### config.mk
export PLATFORM = sky130hd
export DESIGN_NAME = bbp_access_port
export DESIGN_NICKNAME = d
export VERILOG_FILES = /design/src/rtl/bbp_pkg.sv /design/src/rtl/bbp_clk_div.sv /design/src/rtl/bbp_host_regs.sv /design/src/rtl/bbp_serial_engine.sv /design/src/rtl/bbp_access_port.sv
export SDC_FILE = /design/constraint.sdc
export NUM_CORES = 1
export LEC_CHECK = 0
export ABC_CLOCK_PERIOD_IN_PS = 2150
export CAP_MARGIN = 10
export CORE_AREA = 10 10 88 90
export DETAILED_ROUTE_END_ITERATION = 8
export DIE_AREA = 0 0 98 100
export GPL_TIMING_DRIVEN = 0
export PLACE_DENSITY = 0.76
export SLEW_MARGIN = 20
export SYNTH_ARGS = -nofsm -noshare
export SYNTH_HDL_FRONTEND = slang
export SYNTH_SLANG_ARGS = --single-unit
### constraint.sdc
create_clock -name clk -period 2.15 [get_ports clk]
set_input_delay 0.645 -clock clk [delete_from_list [all_inputs] [get_ports clk]]
set_output_delay 0.645 -clock clk [all_outputs]
set_load 0.02 [all_outputs]
### src/rtl/bbp_pkg.sv
package bbp_pkg;
  localparam int HOST_W  = 16;
  localparam int ADDR_W  = 7;
  localparam int DATA_W  = 8;
  localparam int FRAME_W = 1 + ADDR_W + DATA_W;
  localparam int OP_W    = 4;
  localparam logic [OP_W-1:0] OP_WRITE = 4'h5;
  localparam logic [OP_W-1:0] OP_READ  = 4'h6;

  typedef enum logic [1:0] {
    LOC_CMD    = 2'd0,
    LOC_WDATA  = 2'd1,
    LOC_RDATA  = 2'd2,
    LOC_STATUS = 2'd3
  } loc_e;

  typedef struct packed {
    logic              valid;
    logic              is_read;
    logic [ADDR_W-1:0] addr;
  } cmd_t;

  function automatic cmd_t decode_cmd(input logic [HOST_W-1:0] word);
    cmd_t c;
    logic [OP_W-1:0] op;
    op        = word[HOST_W-1 -: OP_W];
    c.valid   = (op == OP_WRITE) || (op == OP_READ);
    c.is_read = (op == OP_READ);
    c.addr    = word[ADDR_W-1:0];
    return c;
  endfunction

  function automatic logic [FRAME_W-1:0] build_frame(input logic is_read,
                                                     input logic [ADDR_W-1:0] addr,
                                                     input logic [DATA_W-1:0] data);
    return {is_read, addr, data};
  endfunction
endpackage

### src/rtl/bbp_clk_div.sv
module bbp_clk_div #(
  parameter int HALF = 2
) (
  input  logic clk,
  input  logic rst_n,
  input  logic run,
  output logic half_tick
);
  localparam int DIV_W = (HALF > 1) ? $clog2(HALF) : 1;
  localparam logic [DIV_W-1:0] LAST = DIV_W'(HALF - 1);

  logic [DIV_W-1:0] cnt_q;

  assign half_tick = run && (cnt_q == LAST);

  always_ff @(posedge clk or negedge rst_n) begin
    if (!rst_n)          cnt_q <= '0;
    else if (!run)       cnt_q <= '0;
    else if (cnt_q == LAST) cnt_q <= '0;
    else                 cnt_q <= cnt_q + 1'b1;
  end
endmodule

### src/rtl/bbp_host_regs.sv
module bbp_host_regs
  import bbp_pkg::*;
(
  input  logic              clk,
  input  logic              rst_n,
  input  logic              host_wr,
  input  logic [1:0]        host_addr,
  input  logic [HOST_W-1:0] host_wdata,
  output logic [HOST_W-1:0] host_rdata,
  input  logic              busy,
  input  logic              rd_load,
  input  logic [DATA_W-1:0] rd_byte,
  output logic              accept,
  output logic              acc_is_read,
  output logic [ADDR_W-1:0] acc_addr,
  output logic [DATA_W-1:0] wr_byte,
  output logic [HOST_W-1:0] rd_data
);
  loc_e              sel;
  cmd_t              dec;
  logic              cmd_wr;
  logic [HOST_W-1:0] cmd_q;
  logic [HOST_W-1:0] wdata_q;
  logic [HOST_W-1:0] rdata_q;

  assign sel         = loc_e'(host_addr);
  assign dec         = decode_cmd(host_wdata);
  assign cmd_wr      = host_wr && (sel == LOC_CMD);
  assign accept      = cmd_wr && dec.valid && !busy;
  assign acc_is_read = dec.is_read;
  assign acc_addr    = dec.addr;
  assign wr_byte     = wdata_q[DATA_W-1:0];
  assign rd_data     = rdata_q;

  always_ff @(posedge clk or negedge rst_n) begin
    if (!rst_n) begin
      cmd_q   <= '0;
      wdata_q <= '0;
      rdata_q <= '0;
    end else begin
      if (host_wr && (sel == LOC_WDATA)) wdata_q <= host_wdata;
      if (accept)  cmd_q   <= host_wdata;
      if (rd_load) rdata_q <= {{(HOST_W-DATA_W){1'b0}}, rd_byte};
    end
  end

  always_comb begin
    unique case (sel)
      LOC_CMD:    host_rdata = cmd_q;
      LOC_WDATA:  host_rdata = wdata_q;
      LOC_RDATA:  host_rdata = rdata_q;
      default:    host_rdata = {{(HOST_W-1){1'b0}}, busy};
    endcase
  end
endmodule

### src/rtl/bbp_serial_engine.sv
module bbp_serial_engine
  import bbp_pkg::*;
(
  input  logic               clk,
  input  logic               rst_n,
  input  logic               start,
  input  logic               start_is_read,
  input  logic [FRAME_W-1:0] frame,
  input  logic               half_tick,
  input  logic               miso,
  output logic               sclk,
  output logic               csn,
  output logic               mosi,
  output logic               busy,
  output logic               xfer_done,
  output logic               rd_load,
  output logic [DATA_W-1:0]  rx_byte
);
  localparam int CNT_W = $clog2(FRAME_W);
  localparam logic [CNT_W-1:0] LAST_BIT = CNT_W'(FRAME_W - 1);

  logic               busy_q, sclk_q, csn_q, read_q;
  logic [FRAME_W-1:0] tx_q;
  logic [DATA_W-1:0]  rx_q;
  logic [CNT_W-1:0]   bit_q;
  logic               rise_ev, fall_ev;

  assign rise_ev   = busy_q && half_tick && !sclk_q;
  assign fall_ev   = busy_q && half_tick &&  sclk_q;
  assign xfer_done = fall_ev && (bit_q == LAST_BIT);
  assign rd_load   = xfer_done && read_q;
  assign rx_byte   = rx_q;
  assign sclk      = sclk_q;
  assign csn       = csn_q;
  assign busy      = busy_q;
  assign mosi      = tx_q[FRAME_W-1];

  always_ff @(posedge clk or negedge rst_n) begin
    if (!rst_n) begin
      busy_q <= 1'b0;
      sclk_q <= 1'b0;
      csn_q  <= 1'b1;
      read_q <= 1'b0;
      tx_q   <= '0;
      rx_q   <= '0;
      bit_q  <= '0;
    end else if (start) begin
      busy_q <= 1'b1;
      csn_q  <= 1'b0;
      sclk_q <= 1'b0;
      read_q <= start_is_read;
      tx_q   <= frame;
      bit_q  <= '0;
    end else if (rise_ev) begin
      sclk_q <= 1'b1;
      rx_q   <= {rx_q[DATA_W-2:0], miso};
    end else if (fall_ev) begin
      sclk_q <= 1'b0;
      tx_q   <= {tx_q[FRAME_W-2:0], 1'b0};
      if (bit_q == LAST_BIT) begin
        busy_q <= 1'b0;
        csn_q  <= 1'b1;
      end else begin
        bit_q <= bit_q + 1'b1;
      end
    end
  end
endmodule

### src/rtl/bbp_access_port.sv
module bbp_access_port
  import bbp_pkg::*;
#(
  parameter int CLK_DIV = 2
) (
  input  logic        clk,
  input  logic        rst_n,
  input  logic        host_wr,
  input  logic [1:0]  host_addr,
  input  logic [15:0] host_wdata,
  output logic [15:0] host_rdata,
  output logic        bb_sclk,
  output logic        bb_csn,
  output logic        bb_mosi,
  input  logic        bb_miso
);
  logic               accept, acc_is_read;
  logic [ADDR_W-1:0]  acc_addr;
  logic [DATA_W-1:0]  wr_byte, rx_byte;
  logic [FRAME_W-1:0] frame;
  logic               busy, half_tick, xfer_done, rd_load;
  logic [HOST_W-1:0]  rd_data;

  assign frame = build_frame(acc_is_read, acc_addr, wr_byte);

  bbp_host_regs u_regs (
    .clk         (clk),
    .rst_n       (rst_n),
    .host_wr     (host_wr),
    .host_addr   (host_addr),
    .host_wdata  (host_wdata),
    .host_rdata  (host_rdata),
    .busy        (busy),
    .rd_load     (rd_load),
    .rd_byte     (rx_byte),
    .accept      (accept),
    .acc_is_read (acc_is_read),
    .acc_addr    (acc_addr),
    .wr_byte     (wr_byte),
    .rd_data     (rd_data)
  );

  bbp_clk_div #(.HALF(CLK_DIV)) u_div (
    .clk       (clk),
    .rst_n     (rst_n),
    .run       (busy),
    .half_tick (half_tick)
  );

  bbp_serial_engine u_eng (
    .clk           (clk),
    .rst_n         (rst_n),
    .start         (accept),
    .start_is_read (acc_is_read),
    .frame         (frame),
    .half_tick     (half_tick),
    .miso          (bb_miso),
    .sclk          (bb_sclk),
    .csn           (bb_csn),
    .mosi          (bb_mosi),
    .busy          (busy),
    .xfer_done     (xfer_done),
    .rd_load       (rd_load),
    .rx_byte       (rx_byte)
  );
endmodule

After elaboration in Yosys (flattened, before gate mapping)
Index checks and enable logic that the tools add are counted.
{"block": "totals", "output_inout_bits": 19, "reg_bits": 73, "wordCells": 63}
{"block": "classes", "n_mux": 21, "addsub": 2, "n_eq_ne": 7, "reduce_logical": 21, "bitwise": 1}
{"cell": "two-way mux 16 bit", "n": 3}
{"cell": "case mux 16 bit (3 select lines)", "n": 1}
{"cell": "two-way mux 4 bit", "n": 4}
{"cell": "two-way mux 1 bit", "n": 13}
{"cell": "logical AND 1 bit", "n": 10}
{"cell": "equality test 4 x 3 -> 1 bit, second input constant", "n": 2}
{"cell": "AND reduction 3 bit", "n": 2}
{"cell": "adder 4 x 1 -> 4 bit, second input constant", "n": 1}
{"cell": "equality test 4 bit, second input constant", "n": 1}
{"cell": "inequality test 2 bit, second input constant", "n": 2}
{"cell": "AND reduction 2 bit", "n": 2}
{"cell": "nonzero test 2 bit", "n": 2}
{"cell": "nonzero test 3 bit", "n": 1}
{"cell": "equality test 2 x 1 -> 1 bit, second input constant", "n": 1}
{"cell": "equality test 2 bit, second input constant", "n": 1}
{"cell": "zero test 1 bit", "n": 2}
{"cell": "zero test 2 bit", "n": 1}
{"cell": "adder 1 bit, second input constant", "n": 1}
{"cell": "logical OR 1 bit", "n": 1}
{"cell": "NOT 1 bit", "n": 1}

Depth between registers and ports, before layout
{"block": "depth", "depth_word": 6, "ltp_mapped": 6, "mapped_depth_nobuf": 5}

By module
A second synthesis with hierarchy kept.
{"block": "unflattened", "cells_unflattened": 289, "area_unflattened_um2": 3563.4}
{"mod": "bbp_host_regs", "instances": 1, "area_each_um2": 2079.5, "seq_area_each_um2": 1001.0, "cells_each": 163}
{"mod": "bbp_serial_engine", "instances": 1, "area_each_um2": 1442.6, "seq_area_each_um2": 802.0, "cells_each": 123}
{"mod": "bbp_clk_div", "instances": 1, "area_each_um2": 41.3, "seq_area_each_um2": 25.0, "cells_each": 3}

Worst setup path before layout
Ideal clock, no wire load.
{"block": "synth_path", "path_kind": "input to output", "start": "in host_addr[0]", "end": "out host_rdata[2]", "stages": 4, "required_time_ns": 1.505, "n_path_buf": 2, "path_slack_ns": -0.109, "t_arrival_ns": 1.614, "cell_sequence": "buf_6 > buf_2 > mux2i_1 > o21ai_0"}
{"block": "synth_via", "elab_chain_cells": 2, "elab_cells_between_ends": 4}
{"item": "start: declaration", "line": "bbp_access_port.sv:9", "source": "input logic [1:0] host_addr,"}
{"item": "equality test 2 bit (tied with other cells)", "line": "bbp_host_regs.sv:48", "source": "unique case (sel)"}
{"item": "case mux 16 bit (3 select lines) *", "line": "bbp_host_regs.sv:48"}
{"item": "end: declaration", "line": "bbp_access_port.sv:11", "source": "output logic [15:0] host_rdata,"}
Mark *: on every way between the ends. The rest lies on a longest branch, timed or not.

Final worst setup path
{"block": "layout_path", "start": "in host_addr[0]", "end": "out host_rdata[6]"}
The elaborated chain is that of the path after synthesis.

==> results.sh <==
export IMPL_run_status="complete, no violations"
export IMPL_ys_warn_count=0
export IMPL_drtPass1Iterations=4
export IMPL_switching_power_mw=1.19
export IMPL_dieHeight_um=100
export IMPL_required_ns=1.50
export IMPL_track_usage_pct=14.7
export IMPL_gp_congestion=0.806
export IMPL_hold_viol_final=0
export IMPL_cts_root_buf="clkbuf_8"
export IMPL_power_internal_mw=2.70
export IMPL_layout_nets=388
export IMPL_pin_count=41
export IMPL_cts_sinks=73
export IMPL_crit_type="input port to output port"
export IMPL_final_cell_area_um2=4010
export IMPL_switching_share_pct=30.6
export IMPL_synth_top_area_cell="dfrtp_1"
export IMPL_tns_ns=0
export IMPL_path_cells="buf_12 -> buf_8 -> nor2b_4 -> buf_6 -> nand2_2 -> o21ai_1 -> buf_4"
export IMPL_place_hpwl_um=5050
export IMPL_syn_nets=326
export IMPL_rows=29
export IMPL_grt_pass1_vias=2314
export IMPL_clk_latency_ns=0.32
export IMPL_power_mw=3.89
export IMPL_relSlewSlack_pct=64.8
export IMPL_pwr_share_clk_pct=23.3
export IMPL_antenna_found_initial=0
export IMPL_drc=0
export IMPL_hold_slack_ns=0.172
export IMPL_cts_max_level=3
export IMPL_fin_ws_ns=0.0320
export IMPL_dp_cells=420
export IMPL_fin_util_pct=65.5
export IMPL_tightest_slew_ns=0.529
export IMPL_area_growth_syn_to_layout_pct=24.5
export IMPL_cts_buffers=9
export IMPL_vdd_ir_drop_worst_uv=562
export IMPL_crit_buf_inv=4
export IMPL_syn_avg_cell_area_um2=10.6
export IMPL_vias=2426
export IMPL_die_area_um2=9800
export IMPL_max_stage_delay_ns=0.17
export IMPL_core_area_um2=6130
export IMPL_clock_path_buffers=2
export IMPL_netlist_area_leader_share_pct=55.9
export IMPL_ys_seq_area_share_pct=56.7
export IMPL_drt_iter0_drc=111
export IMPL_period_share_pct=98.5
export IMPL_setup_viol=0
export IMPL_layoutNonFillerInstCount=447
export IMPL_port_buffers=39
export IMPL_cts_clk_slew_worst_paths_ns=0.07
export IMPL_p_comb_share_pct=25.4
export IMPL_grt_max_degree=60
export IMPL_fin_crit_ns=2.12
export IMPL_fmax_ghz=0.472
export IMPL_path_delay_family="buffers and inverters"
export IMPL_drt_vias_per_instance=5.43
export IMPL_power_leakage_nw=1.98
export IMPL_rsz0062_at_grt="yes"
export IMPL_post_dp_cell_area_um2=3730
export IMPL_path_max_fanout=6
export IMPL_critPathLaunchType="input port"
export IMPL_wl_per_cell_um=16.3
export IMPL_wl_um=7310
export IMPL_antenna_cells=0
export IMPL_drive_gt1_share_pct=24.1
export IMPL_grt_pass1_wl_um=11900
export IMPL_fin_skew_ns=0.00825
export IMPL_cts_hold_buf=0
export IMPL_worstHoldPathType="input port to async pin"
export IMPL_drv_slew=0
export IMPL_drv_cap=0
export IMPL_tritoncts="built"
export IMPL_post_place_ws_ns=-1.09
export IMPL_crit_path_end_kind="output port"
export IMPL_ys_types=30
export IMPL_die_w_um=98
export IMPL_gr_total_overflow=0
export IMPL_synthesis_area_um2=3220
export IMPL_synth_seq_cells=73
export IMPL_powerDensity_nw_per_um2=970
export IMPL_ys_top_cells_by_area="dfrtp_1 56%, nand2_1 9.0%, mux2_2 8.0%"
export IMPL_ant_nets=0
export IMPL_slowest_stage="nor2b_4"
export IMPL_seqPwrFrac_pct=51.2
export IMPL_start_util_pct=52.6
export IMPL_syn_inst=303
export IMPL_worstPathArrival_ns=1.47
## power by group through the flow
stage / clock network [mW] / logic [mW] / registers [mW]
2_1_floorplan: 0 / 0.611 / 1.98
3_3_place_gp: 0 / 0.913 / 2.01
3_5_place_dp: 0 / 0.945 / 2.02
4_1_cts: 0.922 / 0.954 / 2.00
5_1_grt: 0.997 / 1.09 / 2.04
6_report: 0.909 / 0.991 / 1.99
## metal layers
layer	vias up	wire [um]	GRT usage [%]
li1	1166	-	-
met1	1184	3260	18.3
met2	67	3600	24.3
met3	9	367	3.50
met4	0	74	5.37
met5	-	0	0
## cell usage after synthesis
| master | instances |
|---|---|
| clkbuf_1 | 7 |
| dfstp_2 | 1 |
| a22oi_1 | 6 |
| or2_1 | 1 |
| nor2b_1 | 3 |
| xor2_1 | 1 |
| o21ai_0 | 9 |
| or3_1 | 1 |
| o21ai_1 | 4 |
| buf_6 | 1 |
| and2_1 | 1 |
| nand2b_1 | 2 |
| ha_1 | 1 |
| mux2i_1 | 16 |
| nand3_1 | 16 |
| nand3_2 | 1 |
| a31oi_1 | 8 |
| nor3_1 | 1 |
| mux2_2 | 23 |
| buf_2 | 7 |
| a21oi_1 | 4 |
| mux4_2 | 1 |
| dfrtp_1 | 72 |
| nor2_1 | 23 |
| o21a_1 | 1 |
| nor4b_2 | 1 |
| mux2_1 | 9 |
| or4b_1 | 1 |
| and3_1 | 4 |
| nand2_1 | 77 |
## registers in the layout, indices dropped and copies added (netlist names)
signal / cells
u_eng.tx_q: 16
u_eng.sclk: 1
u_eng.busy: 1
u_regs.wdata_q: 16
u_regs.cmd_q: 16
u_eng.bit_q: 4
u_eng.rx_byte: 8
u_eng.read_q: 1
u_div.cnt_q: 1
u_eng.csn: 1
u_regs.rd_data: 8
## cell usage in the layout (no fill, tap or decap), types with 5 or more instances in the layout
cell / instances
mux2i_1: 16
mux2_1: 9
buf_4: 16
a22oi_1: 6
clkbuf_1: 11
buf_6: 5
o21ai_1: 8
nand2_2: 5
a31oi_1: 8
buf_2: 13
nor2_1: 23
clkdlybuf4s50_1: 21
nand3_1: 15
nand2_1: 72
dfrtp_1: 71
mux2_2: 23
clkbuf_8: 10
## worst reg2reg max path, stage by stage, from the launching register on
cell and delay, ns:
dfrtp_2 0.44, buf_4 0.15, nor4b_4 0.33, nand3_2 0.20, clkbuf_1 0.28, nor2_1 0.19, a31oi_1 0.06
## cell type report
type | instances | area [um^2]
Timing Repair Buffer | 52 | 478
Sequential cell | 73 | 1830
Buffer | 14 | 78.8
Fill cell | 482 | 2120
Clock inverter | 1 | 5.00
Tap cell | 77 | 96.3
Multi-Input combinational cell | 215 | 1370
Clock buffer | 15 | 156
## logic make-up after synthesis
group / count (synthesis) / share of synthesized area [%]
and+or+nand+nor: 132 / 17.7
muxes: 49 / 16.8
adders and majority gates: 1 / 0.388
DFF: 73 / 56.7
AOI/OAI and AO/OA: 32 / 5.82
buffers and inverters: 15 / 2.25
xor gates and xnor gates: 1 / 0.272
## path summary, 6_finish.rpt
check / startpoint / endpoint / slack, ns / depth (start not counted)
worst max-delay path: host_addr[0] / host_rdata[6] / 0.03 / 7
worst min-delay path: rst_n / u_regs.rd_data[6] / 0.17 / 1
worst max register to register: u_eng.busy / u_eng.tx_q[9] / 0.34 / 6
worst min register to register: u_regs.cmd_q[2] / u_regs.cmd_q[2] / 0.48 / 2
max in group asynchronous: rst_n / u_eng.csn / 1.39 / 2
min in group clk: u_regs.cmd_q[2] / u_regs.cmd_q[2] / 0.48 / 2
## timing repair
action,CTS,global route
buffers inserted,9,3
resized for setup,99,19
pin swaps,4,0
setup endpoints to repair,18,49
Power figures use the tool's default switching activity.
